`config.mk`:
```
export PLATFORM = sky130hd
export DESIGN_NAME = step_pulse_timer
export DESIGN_NICKNAME = d
export VERILOG_FILES = /design/src/rtl/step_timer_pkg.sv /design/src/rtl/step_tick_gen.sv /design/src/rtl/step_pulse_chan.sv /design/src/rtl/step_irq_ctrl.sv /design/src/rtl/step_pulse_timer.sv
export SDC_FILE = /design/constraint.sdc
export NUM_CORES = 1
export LEC_CHECK = 0
export ABC_AREA = 1
export BUFFER_PORTS_ARGS = -buffer_cell sky130_fd_sc_hd__buf_2
export CORE_MARGIN = 5
export CORE_UTILIZATION = 57
export CTS_CLUSTER_SIZE = 12
export DETAILED_ROUTE_END_ITERATION = 10
export PLACE_DENSITY = 0.78
export SYNTH_ARGS = -nofsm -noshare
export SYNTH_HDL_FRONTEND = slang
export SYNTH_HIERARCHICAL = 1
export SYNTH_SLANG_ARGS = --single-unit
```
`constraint.sdc`:
```
create_clock -name clk -period 2.2 [get_ports clk]
set_clock_uncertainty 0.1 [all_clocks]
set_input_delay 0.22 -clock clk [delete_from_list [all_inputs] [get_ports clk]]
set_output_delay 0.22 -clock clk [all_outputs]
set_load 0.02 [all_outputs]
```
`src/rtl/step_timer_pkg.sv`:
```
package step_timer_pkg;

    typedef enum logic [2:0] {
        ADR_CTRL   = 3'd0,
        ADR_CMP_A  = 3'd1,
        ADR_CMP_B  = 3'd2,
        ADR_IE_SET = 3'd3,
        ADR_IE_CLR = 3'd4,
        ADR_MASK   = 3'd5,
        ADR_STAT   = 3'd6,
        ADR_COUNT  = 3'd7
    } reg_adr_e;

    localparam int CTRL_RUN_BIT     = 0;
    localparam int CTRL_RESTART_BIT = 1;
    localparam int CTRL_DIV_LSB     = 8;

endpackage

```
`src/rtl/step_tick_gen.sv`:
```
module step_tick_gen #(
    parameter int CNT_W = 16,
    parameter int DIV_W = 8
) (
    input  logic             clk,
    input  logic             rst_n,
    input  logic             run_i,
    input  logic             restart_i,
    input  logic [DIV_W-1:0] div_i,
    output logic             tick_o,
    output logic [CNT_W-1:0] cnt_o
);

    typedef struct packed {
        logic [DIV_W-1:0] phase;
        logic [CNT_W-1:0] cnt;
    } tick_st_t;

    tick_st_t st_d, st_q;
    logic     tick;

    always_comb begin
        tick = run_i && !restart_i && (st_q.phase >= div_i);
        st_d = st_q;
        if (restart_i) begin
            st_d.phase = '0;
            st_d.cnt   = '0;
        end else if (run_i) begin
            if (tick) begin
                st_d.phase = '0;
                st_d.cnt   = st_q.cnt + 1'b1;
            end else begin
                st_d.phase = st_q.phase + 1'b1;
            end
        end
    end

    always_ff @(posedge clk or negedge rst_n) begin
        if (!rst_n) st_q <= '0;
        else        st_q <= st_d;
    end

    assign tick_o = tick;
    assign cnt_o  = st_q.cnt;

    p_restart_zero_r2: assert property (@(posedge clk) disable iff (!rst_n)
        restart_i |=> (st_q.cnt == '0));

    p_hold_stopped_r10: assert property (@(posedge clk) disable iff (!rst_n)
        (!run_i && !restart_i) |=> $stable(st_q.cnt));

endmodule

```
`src/rtl/step_pulse_chan.sv`:
```
module step_pulse_chan #(
    parameter int CNT_W   = 16,
    parameter int PULSE_W = 20
) (
    input  logic             clk,
    input  logic             rst_n,
    input  logic             tick_i,
    input  logic [CNT_W-1:0] cnt_i,
    input  logic [CNT_W-1:0] cmp_i,
    output logic             hit_o,
    output logic             out_o
);

    localparam logic [CNT_W-1:0] WIDTH_C = CNT_W'(PULSE_W);

    typedef struct packed {
        logic             high;
        logic [CNT_W-1:0] stop;
    } chan_st_t;

    chan_st_t st_d, st_q;
    logic     hit;
    logic     at_end;

    always_comb begin
        hit    = tick_i && (cnt_i == cmp_i);
        at_end = tick_i && st_q.high && (cnt_i == st_q.stop);
        st_d   = st_q;
        if (hit) begin
            st_d.high = 1'b1;
            st_d.stop = cmp_i + WIDTH_C;
        end else if (at_end) begin
            st_d.high = 1'b0;
        end
    end

    always_ff @(posedge clk or negedge rst_n) begin
        if (!rst_n) st_q <= '0;
        else        st_q <= st_d;
    end

    assign hit_o = hit;
    assign out_o = st_q.high;

    p_rise_on_match_r3: assert property (@(posedge clk) disable iff (!rst_n)
        hit |=> st_q.high);

    p_fall_at_end_r4: assert property (@(posedge clk) disable iff (!rst_n)
        $fell(st_q.high) |-> $past(at_end));

    p_retrigger_holds_r5: assert property (@(posedge clk) disable iff (!rst_n)
        (st_q.high && hit) |=> st_q.high);

endmodule

```
`src/rtl/step_irq_ctrl.sv`:
```
module step_irq_ctrl #(
    parameter int NUM_EV = 2
) (
    input  logic              clk,
    input  logic              rst_n,
    input  logic [NUM_EV-1:0] ev_i,
    input  logic              rd_clr_i,
    input  logic              set_wr_i,
    input  logic              clr_wr_i,
    input  logic [NUM_EV-1:0] wbits_i,
    output logic [NUM_EV-1:0] status_o,
    output logic [NUM_EV-1:0] mask_o,
    output logic              irq_o
);

    typedef struct packed {
        logic [NUM_EV-1:0] status;
        logic [NUM_EV-1:0] mask;
    } irq_st_t;

    irq_st_t st_d, st_q;

    always_comb begin
        st_d        = st_q;
        st_d.status = (rd_clr_i ? '0 : st_q.status) | ev_i;
        if (set_wr_i) st_d.mask = st_q.mask | wbits_i;
        if (clr_wr_i) st_d.mask = st_q.mask & ~wbits_i;
    end

    always_ff @(posedge clk or negedge rst_n) begin
        if (!rst_n) st_q <= '0;
        else        st_q <= st_d;
    end

    assign status_o = st_q.status;
    assign mask_o   = st_q.mask;
    assign irq_o    = |(st_q.status & st_q.mask);

    for (genvar g = 0; g < NUM_EV; g++) begin : g_chk
        p_event_sets_r6: assert property (@(posedge clk) disable iff (!rst_n)
            ev_i[g] |=> st_q.status[g]);
        p_flag_kept_r7: assert property (@(posedge clk) disable iff (!rst_n)
            (st_q.status[g] && !rd_clr_i) |=> st_q.status[g]);
        p_mask_set_r9: assert property (@(posedge clk) disable iff (!rst_n)
            (set_wr_i && !clr_wr_i && wbits_i[g]) |=> st_q.mask[g]);
        p_mask_clr_r9: assert property (@(posedge clk) disable iff (!rst_n)
            (clr_wr_i && !set_wr_i && wbits_i[g]) |=> !st_q.mask[g]);
    end

endmodule

```
`src/rtl/step_pulse_timer.sv`:
```
module step_pulse_timer #(
    parameter int CNT_W   = 16,
    parameter int DIV_W   = 8,
    parameter int PULSE_W = 20
) (
    input  logic             clk,
    input  logic             rst_n,
    input  logic             reg_wr,
    input  logic             reg_rd,
    input  logic [2:0]       reg_addr,
    input  logic [CNT_W-1:0] reg_wdata,
    output logic [CNT_W-1:0] reg_rdata,
    output logic             step_a,
    output logic             step_b,
    output logic             irq
);
    import step_timer_pkg::*;

    localparam int NUM_OUT = 2;

    typedef struct packed {
        logic                            run;
        logic [DIV_W-1:0]                div;
        logic [NUM_OUT-1:0][CNT_W-1:0]   cmp;
    } top_st_t;

    top_st_t          st_d, st_q;
    reg_adr_e         adr;
    logic             restart;
    logic             tick;
    logic [CNT_W-1:0] cnt;
    logic [NUM_OUT-1:0] hit;
    logic [NUM_OUT-1:0] outs;
    logic [NUM_OUT-1:0] status;
    logic [NUM_OUT-1:0] mask;
    logic             irq_int;

    assign adr     = reg_adr_e'(reg_addr);
    assign restart = reg_wr && (adr == ADR_CTRL) && reg_wdata[CTRL_RESTART_BIT];

    always_comb begin
        st_d = st_q;
        if (reg_wr) begin
            unique case (adr)
                ADR_CTRL: begin
                    st_d.run = reg_wdata[CTRL_RUN_BIT];
                    st_d.div = reg_wdata[CTRL_DIV_LSB +: DIV_W];
                end
                ADR_CMP_A: st_d.cmp[0] = reg_wdata;
                ADR_CMP_B: st_d.cmp[1] = reg_wdata;
                default: ;
            endcase
        end
    end

    always_ff @(posedge clk or negedge rst_n) begin
        if (!rst_n) st_q <= '0;
        else        st_q <= st_d;
    end

    step_tick_gen #(.CNT_W(CNT_W), .DIV_W(DIV_W)) u_tick (
        .clk      (clk),
        .rst_n    (rst_n),
        .run_i    (st_q.run),
        .restart_i(restart),
        .div_i    (st_q.div),
        .tick_o   (tick),
        .cnt_o    (cnt)
    );

    for (genvar g = 0; g < NUM_OUT; g++) begin : g_chan
        step_pulse_chan #(.CNT_W(CNT_W), .PULSE_W(PULSE_W)) u_chan (
            .clk   (clk),
            .rst_n (rst_n),
            .tick_i(tick),
            .cnt_i (cnt),
            .cmp_i (st_q.cmp[g]),
            .hit_o (hit[g]),
            .out_o (outs[g])
        );
    end

    step_irq_ctrl #(.NUM_EV(NUM_OUT)) u_irq (
        .clk     (clk),
        .rst_n   (rst_n),
        .ev_i    (hit),
        .rd_clr_i(reg_rd && (adr == ADR_STAT)),
        .set_wr_i(reg_wr && (adr == ADR_IE_SET)),
        .clr_wr_i(reg_wr && (adr == ADR_IE_CLR)),
        .wbits_i (reg_wdata[NUM_OUT-1:0]),
        .status_o(status),
        .mask_o  (mask),
        .irq_o   (irq_int)
    );

    always_comb begin
        reg_rdata = '0;
        if (reg_rd) begin
            unique case (adr)
                ADR_CMP_A: reg_rdata = st_q.cmp[0];
                ADR_CMP_B: reg_rdata = st_q.cmp[1];
                ADR_MASK:  reg_rdata = {{(CNT_W-NUM_OUT){1'b0}}, mask};
                ADR_STAT:  reg_rdata = {{(CNT_W-NUM_OUT){1'b0}}, status};
                ADR_COUNT: reg_rdata = cnt;
                default:   reg_rdata = '0;
            endcase
        end
    end

    assign step_a = outs[0];
    assign step_b = outs[1];
    assign irq    = irq_int;

    p_irq_needs_flag_r8: assert property (@(posedge clk) disable iff (!rst_n)
        irq |-> (status != '0));

endmodule

```
==> impl_metrics.csv <==
group,metric,value,unit
route,dr.pass1.iters,5,
clocking,cts.sinks,103,
synth,ys_seq_area_share,33.2,%
place,gp_congestion,0.956,
timing,fin_crit_sh,103,%
synth,ys_warn_count,6,
synth,synth_compound_area_share,5.33,%
global_route,track_usage,27.2,%
global_route,grt_pass1_wl,35000,µm
setup_path,worstPathRequired,2.35,ns
setup_path,path_buf_inv,3,
cells_and_area,stdcell_count,1386,
timing,max_freq,0.442,GHz
clocking,clock_path_buffers,2,
cells_and_area,diodes,0,
synth,synth.cell_area,7750,µm²
setup_path,crit_fanout,4,
clocking,ctsHtreeMaxLevel,3,
setup_path,critPathKind,"reg -> reg",
cells_and_area,seq_area,2580,µm²
clocking,cts_tree,"done",
floorplan,core,13300,µm²
clocking,clockRootBuffer,"clkbuf_16",
synth,synth_nets,1172,
route,drc,0,
synth,synthCells,1137,
timing,worstMarginPinSlew,0.761,ns
run_status,failed_checks,"negative setup slack",
setup_path,crit_arrival,2.41,ns
clocking,path_clk_slew,0.07,ns
route,wl_per_cell,15.8,µm
timing,hold_violations,0,
setup_path,crit_family,"simple AND/OR/NAND/NOR gates",
pwr,p_per_area,845,nW/µm²
cells_and_area,utilization,66.0,%
clocking,cts_buffers,9,
cells_and_area,nNetsFinal,1240,
floorplan,num_rows,42,
synth,synth_adder_area_share,1.94,%
global_route,grt_pass1_vias,7040,
global_route,grt_antenna_before_repair,0,
route,wirelength,21900,µm
cells_and_area,multiInputGateArea,4430,µm²
floorplan,start_util,58.3,%
floorplan,die_y,127,µm
pwr,power_leakage,4.75,nW
timing,timing.hold.ws,0.0397,ns
synth,synthSimpleGateAreaFrac,43.5,%
timing,slew_headroom,49.2,%
floorplan,die_area,16000,µm²
cells_and_area,fillers,1159,
synth,ys_seq_elements,103,
place,portBuffers,41,
timing,grt_setup_unrepaired,"true",
global_route,overflow,0,
place,dpl.hpwl,16200,µm
synth,synthXorXnorAreaFrac,4.18,%
cells_and_area,area_delta_synth_final,13.2,%
synth,ys_types,38,
route,topRoutingLayerUsed,"met4",
floorplan,io_pins,42,
route,drtIter0Drc,869,
timing,setup_tns,-0.471,ns
setup_path,cpPeakStageDelay,0.37,ns
timing,setup_viol,16,
cells_and_area,most-common-layout-cells,"nand2_1 (405), inv_1 (131), dfrtp_1 (103), nor2_1 (91), nand4_1 (68)",
place,dp_cells,1360,
route,antenna_left,0,
route,dr_wl_met2,10000,µm
timing,report.final.slew_viol_count,0,
synth,synth_top_family_by_area,"simple AND/OR/NAND/NOR gates",
setup_path,endpoint_kind,"flip-flop",
cells_and_area,drive_gt1_share,20.2,%
route,wl_met3,1750,µm
cells_and_area,final_common_cell,"nand2_1",
timing,period_minus_slack,2.26,ns
setup_path,path_cells,"inv_2, ha_4, nand2_4, nor2_4, nand4_4, nand3_4, nand2_4, inv_8, buf_12, nand2_4, nor2_4, nand2_2, nor2_4, nand3_2, nand2_1, nand2_1",
floorplan,fp.dieW,127,µm
flow_run,maxCapViolCount,0,
pwr,peakVddDrop,0.000574,V
route,vias,7588,
timing,worst_slack,-0.0641,ns
hold_path,hold_path_class,"in -> reg",
run_status,status,"finished, violations left",
synth,synthMuxAreaShare,0,%
global_route,grt_max_degree,48,
clocking,worstSkewPairLatency,0.36,ns
route,met1Wirelength,9400,µm
setup_path,crit_path_start_kind,"flip-flop",
setup_path,cpMaxStageDelayCell,"dfrtp_1",
place,dp_slack,-0.127,ns
route,vias_per_cell,5.47,
synth,syn_avg_cell_area,6.82,µm²
-- cell usage after synthesis --
master | instances | share of area, %
nor2_8 | 4 | 1.0
nand3_1 | 67 | 4.3
o21ai_1 | 17 | 1.1
buf_2 | 7 | 0.45
nand4_1 | 68 | 5.5
nand2_2 | 17 | 1.4
inv_1 | 135 | 6.5
nor2_1 | 94 | 4.6
nor4_1 | 2 | 0.16
buf_6 | 10 | 1.5
xor2_1 | 27 | 3.0
nor3_1 | 1 | 0.064
o21ai_2 | 16 | 1.8
nor2_4 | 12 | 1.7
ha_1 | 12 | 1.9
nand4_4 | 1 | 0.27
inv_2 | 21 | 1.0
inv_4 | 1 | 0.081
nand3_2 | 1 | 0.13
nand2_4 | 7 | 1.0
buf_12 | 1 | 0.26
o22ai_1 | 2 | 0.16
nor2_2 | 11 | 0.89
dfrtp_1 | 103 | 33
nand3_4 | 5 | 1.1
nand2_1 | 424 | 21
nor3_4 | 3 | 0.63
a21oi_1 | 3 | 0.19
o21bai_1 | 3 | 0.29
xnor2_1 | 10 | 1.1
buf_1 | 1 | 0.048
a21o_1 | 1 | 0.097
clkinv_1 | 2 | 0.097
buf_4 | 18 | 1.7
clkbuf_1 | 3 | 0.15
o21ai_0 | 23 | 1.5
a21boi_0 | 2 | 0.19
or2_2 | 2 | 0.16
-- cell families after synthesis --
kind of cell	Yosys count
and+or+nand+nor	719
buffers and inverters	199
DFF	103
AOI/OAI and AO/OA	67
xor gates and xnor gates	37
adders and majority gates	12
-- sequential cells by signal, indices dropped and copies added (netlist names), named ones only --
name	flops
g_chan.u_chan/out_o	2
g_chan.u_chan/st_q	32
st_q	41
u_irq/status_o	2
u_tick/cnt_o	16
u_tick/st_q	8
-- layer usage --
layer,GRT usage [%],up-vias
met5,0,-
met4,12.2,0
met3,4.83,59
met2,42.7,348
met1,37.0,3474
li1,-,3707
-- worst register-to-register path, cell delays in order (launching register included) --
cell and delay, ns:
dfrtp_1 0.37, inv_2 0.05, ha_4 0.28, nand2_4 0.06, nor2_4 0.14, nand4_4 0.10
nand3_4 0.12, nand2_4 0.08, inv_8 0.08, buf_12 0.10, nand2_4 0.06, nor2_4 0.09
nand2_2 0.06, nor2_4 0.15, nand3_2 0.15, nand2_1 0.10, nand2_1 0.05
-- cell type report --
class	instances	area share, %
Multi-Input combinational cell	837	50.5
Sequential cell	103	29.4
Timing Repair Buffer	95	7.42
Clock inverter	5	0.456
Inverter	159	6.91
Tap cell	176	2.51
Clock buffer	11	2.88
-- metrics by stage --
stage               power, mW  instance area [µm²]
floorplan                4.78                 7760
global placement         5.54                 8220
detailed placement       5.62                 8220
CTS                      7.29                 8620
global route             7.90                 8780
finish                   7.42                 8780
-- worst paths after layout --
kind / end / slack (ns) / start / cells past startpoint
min reg2reg: g_chan[1].u_chan/out_o / 0.37 / g_chan[1].u_chan/out_o / 2
max: g_chan[1].u_chan/st_q[7] / -0.06 / st_q[39] / 16
min: flip-flop / 0.04 / reg_wdata[1] / 4
min in group asynchronous: u_tick/cnt_o[13] / 0.27 / rst_n / 2
max in group asynchronous: g_chan[0].u_chan/st_q[0] / 1.04 / rst_n / 3
max reg2reg: g_chan[1].u_chan/st_q[7] / -0.06 / st_q[39] / 16
-- power by group --
part,switching (mW),total [mW],internal (mW)
combinational,1.95,3.11,1.16
sequential,0.553,2.73,2.18
clock,0.739,1.58,0.840
total,3.24,7.42,4.18
-- timing repair --
item	4_1_cts	5_1_grt
setup buffers	5	3
endpoints found under the hold margin	33	0
gates cloned	1	1
hold buffers	1	0
endpoints found under the setup margin	17	34
gates resized for setup	12	31
pin swaps	9	11
Note: power is estimated with default switching activity, not from simulation.
